`config.mk`:
```
export PLATFORM = sky130hd
export DESIGN_NAME = prio_irq_ctrl
export DESIGN_NICKNAME = d
export VERILOG_FILES = /design/src/rtl/prio_irq_pkg.sv /design/src/rtl/irq_flag_bank.sv /design/src/rtl/irq_prio_enc.sv /design/src/rtl/irq_gap_timer.sv /design/src/rtl/prio_irq_ctrl.sv
export SDC_FILE = /design/constraint.sdc
export NUM_CORES = 1
export LEC_CHECK = 0
export BUFFER_PORTS_ARGS = -buffer_cell sky130_fd_sc_hd__buf_2
export CORE_MARGIN = 3
export CORE_UTILIZATION = 50
export CTS_CLUSTER_SIZE = 16
export DETAILED_ROUTE_END_ITERATION = 10
export GPL_ROUTABILITY_DRIVEN = 0
export PLACE_DENSITY = 0.82
export SLEW_MARGIN = 20
export SYNTH_ARGS = -nofsm -noshare
export SYNTH_HDL_FRONTEND = slang
export SYNTH_HIERARCHICAL = 1
export SYNTH_SLANG_ARGS = --single-unit
```
`constraint.sdc`:
```
create_clock -name clk -period 2.7 [get_ports clk]
set_input_delay 0.81 -clock clk [delete_from_list [all_inputs] [get_ports clk]]
set_output_delay 0.81 -clock clk [all_outputs]
set_load 0.01 [all_outputs]
```
`src/rtl/prio_irq_pkg.sv`:
```
package prio_irq_pkg;
  localparam int NSRC   = 8;
  localparam int CODE_W = 4;
  localparam int MASK_W = 4;

  // source index -> reported code (larger code = higher priority)
  function automatic logic [CODE_W-1:0] src_code(input int idx);
    case (idx)
      0:       return 4'd1;
      1:       return 4'd2;
      2, 3:    return 4'd3;
      4:       return 4'd4;
      5:       return 4'd5;
      6:       return 4'd6;
      7:       return 4'd7;
      default: return 4'd0;
    endcase
  endfunction

  // request enable of one source under a given mask
  function automatic logic src_enabled(input logic [MASK_W-1:0] m, input int idx);
    case (idx)
      0:       return m[0];
      1:       return m[1];
      4:       return m[2];
      5:       return m[3];
      default: return 1'b1;
    endcase
  endfunction
endpackage

```
`src/rtl/irq_flag_bank.sv`:
```
module irq_flag_bank
  import prio_irq_pkg::*;
#(
  parameter int N = NSRC
) (
  input  logic         clk,
  input  logic         rst_n,
  input  logic [N-1:0] evt_in,
  input  logic [N-1:0] clr_mask,
  output logic [N-1:0] flags
);
  logic [N-1:0] evt_prev;

  for (genvar i = 0; i < N; i++) begin : g_flag
    always_ff @(posedge clk or negedge rst_n) begin
      if (!rst_n) begin
        evt_prev[i] <= 1'b0;
        flags[i]    <= 1'b0;
      end else begin
        evt_prev[i] <= evt_in[i];
        // a fresh edge wins over a same-cycle clear
        flags[i]    <= (flags[i] & ~clr_mask[i]) | (evt_in[i] & ~evt_prev[i]);
      end
    end
  end
endmodule

```
`src/rtl/irq_prio_enc.sv`:
```
module irq_prio_enc
  import prio_irq_pkg::*;
#(
  parameter int N = NSRC
) (
  input  logic [N-1:0]      flags,
  output logic [CODE_W-1:0] code,
  output logic [N-1:0]      same_code
);
  always_comb begin
    code = '0;
    for (int i = 0; i < N; i++) begin
      if (flags[i] && (src_code(i) > code)) code = src_code(i);
    end
  end

  for (genvar i = 0; i < N; i++) begin : g_sel
    assign same_code[i] = (code != '0) && (src_code(i) == code);
  end
endmodule

```
`src/rtl/irq_gap_timer.sv`:
```
module irq_gap_timer #(
  parameter int GAP_CYC = 100
) (
  input  logic clk,
  input  logic rst_n,
  input  logic start,
  output logic active
);
  localparam int CW = $clog2(GAP_CYC + 1);
  localparam logic [CW-1:0] LOAD = CW'(GAP_CYC);

  logic [CW-1:0] cnt;

  always_ff @(posedge clk or negedge rst_n) begin
    if (!rst_n)            cnt <= '0;
    else if (start)        cnt <= LOAD;
    else if (cnt != '0)    cnt <= cnt - 1'b1;
  end

  assign active = (cnt != '0);
endmodule

```
`src/rtl/prio_irq_ctrl.sv`:
```
module prio_irq_ctrl
  import prio_irq_pkg::*;
#(
  parameter int CLK_FREQ_HZ = 10_000_000,
  parameter int RELEASE_US  = 10
) (
  input  logic              clk,
  input  logic              rst_n,
  input  logic              acc_valid,
  input  logic              acc_write,
  input  logic [MASK_W-1:0] acc_wdata,
  output logic              rsp_valid,
  output logic [CODE_W-1:0] rsp_code,
  input  logic [NSRC-1:0]   evt_in,
  output logic              irq_n
);
  localparam int GAP_CYC = (CLK_FREQ_HZ / 1_000_000) * RELEASE_US;

  logic [MASK_W-1:0] mask_q;
  logic [NSRC-1:0]   flags, same_code, clr_mask, en_vec, enabled;
  logic [CODE_W-1:0] cur_code;
  logic              ack, gap_start, gap_active;

  for (genvar i = 0; i < NSRC; i++) begin : g_en
    assign en_vec[i] = src_enabled(mask_q, i);
  end

  irq_flag_bank #(.N(NSRC)) u_flags (
    .clk(clk), .rst_n(rst_n), .evt_in(evt_in), .clr_mask(clr_mask), .flags(flags)
  );

  irq_prio_enc #(.N(NSRC)) u_enc (
    .flags(flags), .code(cur_code), .same_code(same_code)
  );

  irq_gap_timer #(.GAP_CYC(GAP_CYC)) u_gap (
    .clk(clk), .rst_n(rst_n), .start(gap_start), .active(gap_active)
  );

  assign ack       = acc_valid & ~acc_write;
  assign clr_mask  = ack ? same_code : '0;
  assign enabled   = flags & en_vec;
  assign gap_start = ack && (cur_code != '0) && (|(enabled & ~clr_mask));

  always_ff @(posedge clk or negedge rst_n) begin
    if (!rst_n) begin
      mask_q    <= '0;
      rsp_valid <= 1'b0;
      rsp_code  <= '0;
    end else begin
      rsp_valid <= acc_valid;
      if (acc_valid) rsp_code <= cur_code;
      if (acc_valid && acc_write) mask_q <= acc_wdata;
    end
  end

  assign irq_n = ~(|enabled) | gap_active;
endmodule

```
==> flow_summary_export.csv, run 1 <==
group,metric,value,unit
outcome,outcome,"finished, violations left",
outcome,violations,"negative setup slack",
timing,fin_crit_sh,104,%
clocking,numCtsBuffers,5,
logic_synthesis,syn_area_per_cell,10.8,um2
placed_design,port_buffers,21,
placed_design,dpl.hpwl,2.08,mm
final_layout,num_antenna_cells,0,
grt,grt_max_degree,33,
timing,fmax,0.354,GHz
logic_synthesis,yosysMostFrequentCell,"dfrtp_1",
timing,setup_tns,-121,ps
logic_synthesis,synthFlopType,"dfrtp_1",
min_path,whs_path_depth,1,
critical_path,crit_required,1890,ps
grt,grt_usage,17.0,%
timing,hold_viol,0,
critical_path,crit_path_start_kind,"register",
grt,grt_pass1_vias,1219,
final_layout,n_fill_cell,223,
clocking,tritoncts,"built",
timing,worst_hold_slack,433,ps
clocking,ctsHtreeMaxLevel,2,
critical_path,crit_fanout,2,
logic_synthesis,syn_nets,163,
die,dieArea,0.00386,mm2
logic_synthesis,synth_top_cells_by_count,"dfrtp_1, inv_1, nand2_1",
clocking,clock-sinks,32,
grt,antenna_found_initial,0,
die,pin_count,22,
critical_path,critPathArrivalTime,2010,ps
route,viasPerCell,5.26,
route,first_pass_iters,4,
route,vias,1163,
min_path,min_from,"u_flags/evt_prev[3]",
logic_synthesis,ys_types,44,
timing,worstMarginPinSlew,674,ps
timing,skew,4.73,ps
logic_synthesis,synth_edf_count,0,
final_layout,post-route-util,63.9,%
logic_synthesis,ys_ff_latch,32,
clocking,hold_buffers,0,
timing,grt_setup_unrepaired,"true",
die,core,0.00288,mm2
critical_path,crit_type,"reg2out",
final_layout,fin_nets,195,
timing,max-slew-margin-rel,55.1,%
timing,fin_ws,-121,ps
final_layout,drive_gt1_share,38.0,%
pwr,total_power,1.16,mW
die,fp-row-count,19,
logic_synthesis,yosysWarnings,6,
critical_path,worstSetupEndpointType,"primary output",
grt,grt_pass1_wl,5.33,mm
logic_synthesis,synth-async-reset-ratio,100,%
logic_synthesis,yosys-top-cells-area,"dfrtp_1, mux2_2, o22ai_2, inv_1, nand2_1",
die,die_x,62.1,um
min_path,hold_path_class,"reg2reg",
min_path,hold_end,"u_flags/flags[3]",
critical_path,r2r_end,"u_gap/cnt[5]",
critical_path,rrSetupSlack,500,ps
critical_path,r2r-start,"u_flags/flags[4]",
pwr,leakage,0.914,nW
logic_synthesis,yosys.area.top_type,"dfrtp_1",
pwr,powerDensity,631,mW/mm2
timing,setup_violations,1,
logic_synthesis,postSynthCellCount,146,
route,drc_errors,0,
logic_synthesis,yosysSeqAreaShare,50.8,%
clocking,clk_pin_slew_worst_paths,90,ps
die,start_util,54.8,%
logic_synthesis,synth_top_area_share,50.8,%
route,wl_per_cell,13.4,um
final_layout,area_growth,16.7,%
placed_design,dpl_worst_slack,78.6,ps
run,cap_violations,0,
die,die_y,62.1,um
timing,period_needed,2820,ps
clocking,clockBufferDepth,2,
clocking,clock_latency,320,ps
route,drt_iter0_drc,51,
route,drt-total-wl,2.96,mm
logic_synthesis,syn-cell-area,0.00158,mm2
route,ant_nets,0,
pwr,ir_worst_vdd,0.387,mV
grt,globalRouteOverflowTotal,0,
timing,maxSlewViolCount,0,
critical_path,r2r_cells,9,
clocking,ctsRootBufferMaster,"clkbuf_4",
worst max path at each step:
stage	slack (ps)	end	startpoint	cells past startpoint
floorplan	280	irq_n	u_gap/cnt[0]	6
global placement	130	irq_n	u_gap/cnt[0]	7
detailed placement	80	irq_n	u_gap/cnt[0]	7
CTS	-120	irq_n	u_gap/cnt[1]	7
global route	-170	irq_n	u_gap/cnt[0]	7
finish	-120	irq_n	u_gap/cnt[0]	7
report_power, final:
part	total, mW	switching, mW	internal [mW]
clock	0.276	0.147	0.128
sequential	0.622	0.0773	0.545
combinational	0.262	0.136	0.126
cells in the final DEF (no fill, tap or decap), types with 2 or more instances in the layout:
master	netlist	layout
o22ai_2	8	8
nand2_1	11	11
nor4_1	2	2
clkbuf_4	0	5
o31ai_1	4	4
dfrtp_1	32	32
and3_1	2	2
a21oi_1	4	4
and3b_2	2	2
buf_4	2	9
buf_2	0	21
inv_2	2	4
nand3_1	2	2
mux2_2	9	9
nor2_1	10	10
and2_1	2	2
inv_1	25	23
clkbuf_1	1	2
registers in the layout, indices dropped and copies added, names as in the netlist:
signal,cells
u_flags/evt_prev,8
rsp_code,4
rsp_valid,1
mask_q,4
u_flags/flags,8
u_gap/cnt,7
kinds of logic after synthesis:
| kind of cell | Yosys count | share of synthesized area, % |
|---|---|---|
| DFF | 32 | 50.8 |
| buffers and inverters | 32 | 8.58 |
| muxes | 9 | 6.43 |
| adders and majority gates | 1 | 0.794 |
| and+or+nand+nor | 42 | 16.7 |
| AOI/OAI and AO/OA | 29 | 16.4 |
| other | 1 | 0.238 |
cell type report:
cell class / instances / area, um2 / area share [%]
tap: 42 / 52.6 / 2.86
inverter: 27 / 101 / 5.51
multi-input combinational: 82 / 652 / 35.5
timing repair buffer: 30 / 173 / 9.39
sequential: 32 / 801 / 43.6
clock buffer: 8 / 58.8 / 3.20
critical path, cell delays in order (launching register included):
cell     delay (ps)
dfrtp_1         400
inv_2            90
ha_4            130
or4b_4          480
nor3_4          180
inv_2            60
a41o_1          200
buf_2           140
stage by stage:
step | cell area [um2] | cells
final | 1840 | 221
after global routing | 1840 | 221
after CTS | 1820 | 219
after detailed placement | 1710 | 205
after global placement | 1710 | 205
after floorplan | 1580 | 146
layer usage:
layer	track usage [%]	up-vias	wire [um]
met5	0	-	0
met4	6.08	0	17
met3	6.13	2	225
met2	27.8	54	1440
met1	20.7	548	1280
li1	-	559	-
what timing repair did:
item | in CTS | in global routing
resized for setup | 4 | 0
setup endpoints to repair | 1 | 1
pin swaps | 2 | 2
buffers inserted | 6 | 2
Note: power is estimated with default switching activity, not from simulation.
==> run 2, diff against run 1 <==
CTS_BUF_LIST = sky130_fd_sc_hd__clkbuf_8   (was not set)
==> run 2 against run 1 <==
  * The run still ends with negative setup slack left
  * Combinational power rose by 4%
  * Sequential share of layout area is 0.38 points lower
  * Clock power is 32% higher
  * Final area increased by 0.89%
  * Sequential power grew 1%
  * Count of clock-buffer cells in the layout down 2
  * Total power up 9.2%
  * Critical path type unchanged
  * Critical endpoint unchanged
  * Largest power group unchanged
  * Highest routed layer unchanged
==> flow_summary_export.csv, run 2 (synthesis results as in run 1) <==
group,metric,value,unit
critical_path,r2r_end,"u_gap/cnt[2]",
route,drt_iter0_drc,44,
critical_path,r2r-start,"u_flags/flags[4]",
min_path,hold_end,"u_flags/flags[5]",
timing,maxSlewViolCount,0,
clocking,numCtsBuffers,5,
clocking,clock-sinks,32,
timing,worstMarginPinSlew,690,ps
final_layout,post-route-util,64.5,%
critical_path,r2r_cells,9,
die,fp-row-count,19,
pwr,powerDensity,683,mW/mm2
final_layout,num_antenna_cells,0,
timing,fin_ws,-71.8,ps
clocking,clk_pin_slew_worst_paths,60,ps
placed_design,placedCellCount,205,
die,die_y,62.1,um
critical_path,crit_type,"reg2out",
critical_path,crit_path_start_kind,"register",
critical_path,crit_fanout,2,
timing,fmax,0.361,GHz
placed_design,dpl_worst_slack,78.6,ps
grt,globalRouteOverflowTotal,0,
final_layout,n_fill_cell,224,
critical_path,rrSetupSlack,510,ps
outcome,violations,"negative setup slack",
grt,grt_usage,18.8,%
timing,period_needed,2770,ps
route,drt-total-wl,3.29,mm
route,viasPerCell,5.59,
route,drc_errors,0,
run,cap_violations,0,
outcome,outcome,"finished, violations left",
grt,grt_pass1_vias,1323,
timing,setup_tns,-71.8,ps
route,ant_nets,0,
final_layout,mostFrequentLayoutCell,"dfrtp_1",
route,wl_per_cell,15.0,um
final_layout,reg_top3,"u_flags/evt_prev (8), u_flags/flags (8), u_gap/cnt (7)",
timing,skew,4.90,ps
timing,max-slew-margin-rel,54.0,%
grt,grt_max_degree,33,
route,first_pass_iters,5,
clocking,clockBufferDepth,2,
grt,antenna_found_initial,0,
placed_design,dpl.hpwl,2.08,mm
final_layout,drive_gt1_share,37.3,%
final_layout,fin_nets,193,
timing,hold_viol,0,
min_path,whs_path_depth,1,
clocking,clock_latency,280,ps
final_layout,area_growth,17.7,%
timing,fin_crit_sh,103,%
die,start_util,54.8,%
min_path,min_from,"u_flags/evt_prev[5]",
die,core,0.00288,mm2
clocking,tritoncts,"built",
placed_design,port_buffers,21,
final_layout,fin_cells,219,
final_layout,mostFrequentLayoutCells,"dfrtp_1, inv_1, buf_2",
min_path,hold_path_class,"reg2reg",
critical_path,worstSetupEndpointType,"primary output",
pwr,ir_worst_vdd,0.389,mV
pwr,leakage,0.926,nW
critical_path,crit_required,1890,ps
route,vias,1224,
critical_path,critPathArrivalTime,1960,ps
die,dieArea,0.00386,mm2
die,die_x,62.1,um
timing,setup_violations,1,
clocking,ctsRootBufferMaster,"clkbuf_8",
grt,grt_pass1_wl,5.89,mm
timing,grt_setup_unrepaired,"true",
clocking,ctsHtreeMaxLevel,2,
die,pin_count,22,
## run 2: worst max-delay path, stage by stage (launching register included)
cell and delay [ps]:
dfrtp_1 410, inv_2 90, ha_4 130, or4b_4 480, nor3_4 170, inv_2 60, a41o_1 200, buf_2 140
## run 2: what timing repair did
item | 4_1_cts | 5_1_grt
endpoints found under the hold margin | 0 | 0
endpoints found under the setup margin | 1 | 1
pin swaps | 2 | 1
setup buffers | 6 | 0
hold buffers | 0 | 0
resized for setup | 4 | 0
## run 2: final cells by class
type                            count  area, um2  share of cell area (%)
Clock buffer                        6       82.6                    4.45
Clock inverter                      2       7.51                   0.405
Inverter                           27        101                    5.47
Multi-Input combinational cell     82        652                    35.2
Sequential cell                    32        801                    43.2
Tap cell                           42       52.6                    2.83
Timing Repair Buffer               28        158                    8.50
## run 2: through the flow
stage               total power, mW  cell area [um2]  hold slack, ps
floorplan                     0.775             1580             413
global placement              0.830             1710             417
detailed placement            0.845             1710             422
CTS                            1.24             1850             430
global route                   1.34             1850             443
finish                         1.27             1850             427
## run 2: layer usage
layer / global-route usage, % / share of wire, % / vias up
met5: 0 / 0 / -
met4: 9.39 / 2.7 / 0
met3: 7.21 / 7.1 / 13
met2: 30.4 / 49 / 59
met1: 21.9 / 41 / 592
li1: - / - / 560
## run 2: where the power goes
group | internal (mW) | switching [mW]
clock | 0.200 | 0.165
sequential | 0.546 | 0.0831
combinational | 0.127 | 0.145
## run 2: worst max path at each step
stage	start	endpoint	cells past startpoint
2_1_floorplan	u_gap/cnt[0]	irq_n	6
3_3_place_gp	u_gap/cnt[0]	irq_n	7
3_5_place_dp	u_gap/cnt[0]	irq_n	7
4_1_cts	u_gap/cnt[1]	irq_n	7
5_1_grt	u_gap/cnt[0]	irq_n	7
6_report	u_gap/cnt[0]	irq_n	7
==> run 3, diff against run 2 <==
RECOVER_POWER = 100   (was not set)
==> run 3 against run 2 <==
  * The run ends with max-capacitance violations, max-slew violations, negative setup slack left
  * Die area unchanged
  * Final cell count unchanged
  * Total power down 0.49%
  * Highest routed layer unchanged
  * Flip-flop and latch count unchanged
  * Routed wire length about the same
  * Critical endpoint unchanged
  * Clock power about the same
  * Largest cell class unchanged
  * Critical path type unchanged
  * Sequential power about the same
==> flow_summary_export.csv, run 3 (synthesis results as in run 1) <==
group,metric,value,unit
final_layout,area_growth,15.3,%
die,die_x,62.1,um
route,wl_per_cell,15.0,um
timing,fmax,0.360,GHz
final_layout,post-route-util,63.2,%
die,fp-row-count,19,
pwr,ir_worst_vdd,0.388,mV
critical_path,crit_type,"reg2out",
critical_path,crit_top_cell,"inv_2",
die,pin_count,22,
clocking,clock_latency,280,ps
clocking,tritoncts,"built",
route,viasPerCell,5.62,
pwr,powerDensity,693,mW/mm2
clocking,hold_buffers,0,
timing,hold_viol,0,
grt,antenna_found_initial,0,
pwr,leakage,0.881,nW
grt,grt_max_degree,33,
timing,setup_tns,-79.1,ps
critical_path,critical_path.top_delay_family,"simple AND/OR/NAND/NOR gates",
timing,worst_hold_slack,427,ps
route,wl_met3,240,um
clocking,ctsHtreeMaxLevel,2,
outcome,outcome,"finished, violations left",
min_path,whs_path_depth,1,
placed_design,port_buffers,21,
grt,grt_usage,18.8,%
timing,fin_crit_sh,103,%
timing,setup_violations,1,
final_layout,fin_nets,193,
critical_path,worstSetupEndpointType,"primary output",
critical_path,crit_fanout,2,
final_layout,reg_top3,"u_flags/evt_prev (8), u_flags/flags (8), u_gap/cnt (7)",
route,ant_nets,0,
final_layout,num_antenna_cells,0,
critical_path,cp_slowest_cell,"or4b_4",
min_path,min_from,"u_flags/evt_prev[7]",
timing,worstMarginPinSlew,1640,ps
route,maxUsedRoutingLayer,"met4",
timing,skew,5.08,ps
critical_path,r2r-start,"u_flags/flags[7]",
critical_path,rrSetupSlack,490,ps
min_path,hold_end,"u_flags/flags[7]",
critical_path,r2r_end,"u_gap/cnt[2]",
final_layout,n_fill_cell,234,
min_path,hold_path_class,"reg2reg",
route,first_pass_iters,4,
critical_path,cpPeakStageDelay,480,ps
clocking,clock-sinks,32,
critical_path,path_cells,"inv_2 -> ha_4 -> or4b_4 -> nor3_4 -> inv_2 -> a41o_1 -> buf_2",
grt,grt_pass1_wl,5.89,mm
die,dieArea,0.00386,mm2
timing,maxSlewViolCount,33,
route,drc_errors,0,
clocking,ctsRootBufferMaster,"clkbuf_8",
run,cap_violations,1,
final_layout,mostFrequentLayoutCell,"dfrtp_1",
critical_path,crit_path_start_kind,"register",
die,start_util,54.8,%
critical_path,crit_required,1890,ps
outcome,violations,"max-capacitance violations, max-slew violations, negative setup slack",
critical_path,r2r_cells,9,
clocking,clk_pin_slew_worst_paths,70,ps
die,core,0.00288,mm2
route,wl_met1,1.32,mm
route,drt_iter0_drc,34,
placed_design,dpl.hpwl,2.08,mm
route,drt-total-wl,3.29,mm
critical_path,critPathBufInv,3,
final_layout,drive_gt1_share,28.8,%
grt,globalRouteOverflowTotal,0,
timing,max-slew-margin-rel,-9.23,%
route,vias,1231,
timing,fin_ws,-79.1,ps
critical_path,critPathArrivalTime,1970,ps
final_layout,mostFrequentLayoutCells,"dfrtp_1, inv_1, clkbuf_1",
timing,period_needed,2780,ps
clocking,numCtsBuffers,5,
die,die_y,62.1,um
grt,grt_pass1_vias,1323,
clocking,clockBufferDepth,2,
timing,grt_setup_unrepaired,"true",
route,met2_length,1.62,mm
run 3: cell count changes in the layout (fill, tap and decap cells not counted), sizes merged:
| cell | previous run | this run |
|---|---|---|
| buf | 28 | 16 |
| clkbuf | 6 | 18 |
run 3: timing repair:
item,in CTS,in global routing
setup buffers,6,0
resized for setup,4,0
pin swaps,2,1
setup endpoints to repair,1,1
run 3: per-stage QoR:
stage                     setup WS [ps]  std cells  power [mW]  area, um2
final                             -79.1        219        1.26       1820
after global routing               -132        219        1.34       1820
after CTS                         -59.5        219        1.24       1850
after detailed placement           78.6        205       0.845       1710
after global placement              129        205       0.830       1710
after floorplan                     277        146       0.775       1580
run 3: where the power goes:
group | leakage (nW) | internal (mW) | switching [mW]
Clock | 0.0538 | 0.200 | 0.167
Combinational | 0.482 | 0.121 | 0.143
Sequential | 0.346 | 0.546 | 0.0823
Total | 0.881 | 0.867 | 0.393
run 3: metal layers:
layer	vias up	GRT usage, %
met5	-	0
met4	0	9.39
met3	16	7.21
met2	69	30.4
met1	589	21.9
li1	557	-
run 3: worst register-to-register path: cells and delay by family, from the launching register on:
kind                   cells  cell delay [ps]
AND/OR/NAND/NOR            3              540
AO/OA/AOI/OAI              5              740
buffers and inverters      1              270
flip-flops                 1              550
run 3: worst max-delay path by stage:
stage,startpoint,end,cells past startpoint
5_1_grt,u_gap/cnt[0],irq_n,7
4_1_cts,u_gap/cnt[1],irq_n,7
3_5_place_dp,u_gap/cnt[0],irq_n,7
2_1_floorplan,u_gap/cnt[0],irq_n,6
3_3_place_gp,u_gap/cnt[0],irq_n,7
6_report,u_gap/cnt[0],irq_n,7
run 3: final cells by class:
class / count / area [um2] / area share, %
repair buffers: 28 / 140 / 7.71
inverters: 27 / 101 / 5.58
multi-input cells: 82 / 632 / 34.8
clock buffers: 6 / 82.6 / 4.55
clock inverters: 2 / 7.51 / 0.413
flip-flops and latches: 32 / 801 / 44.1
well taps: 42 / 52.6 / 2.89
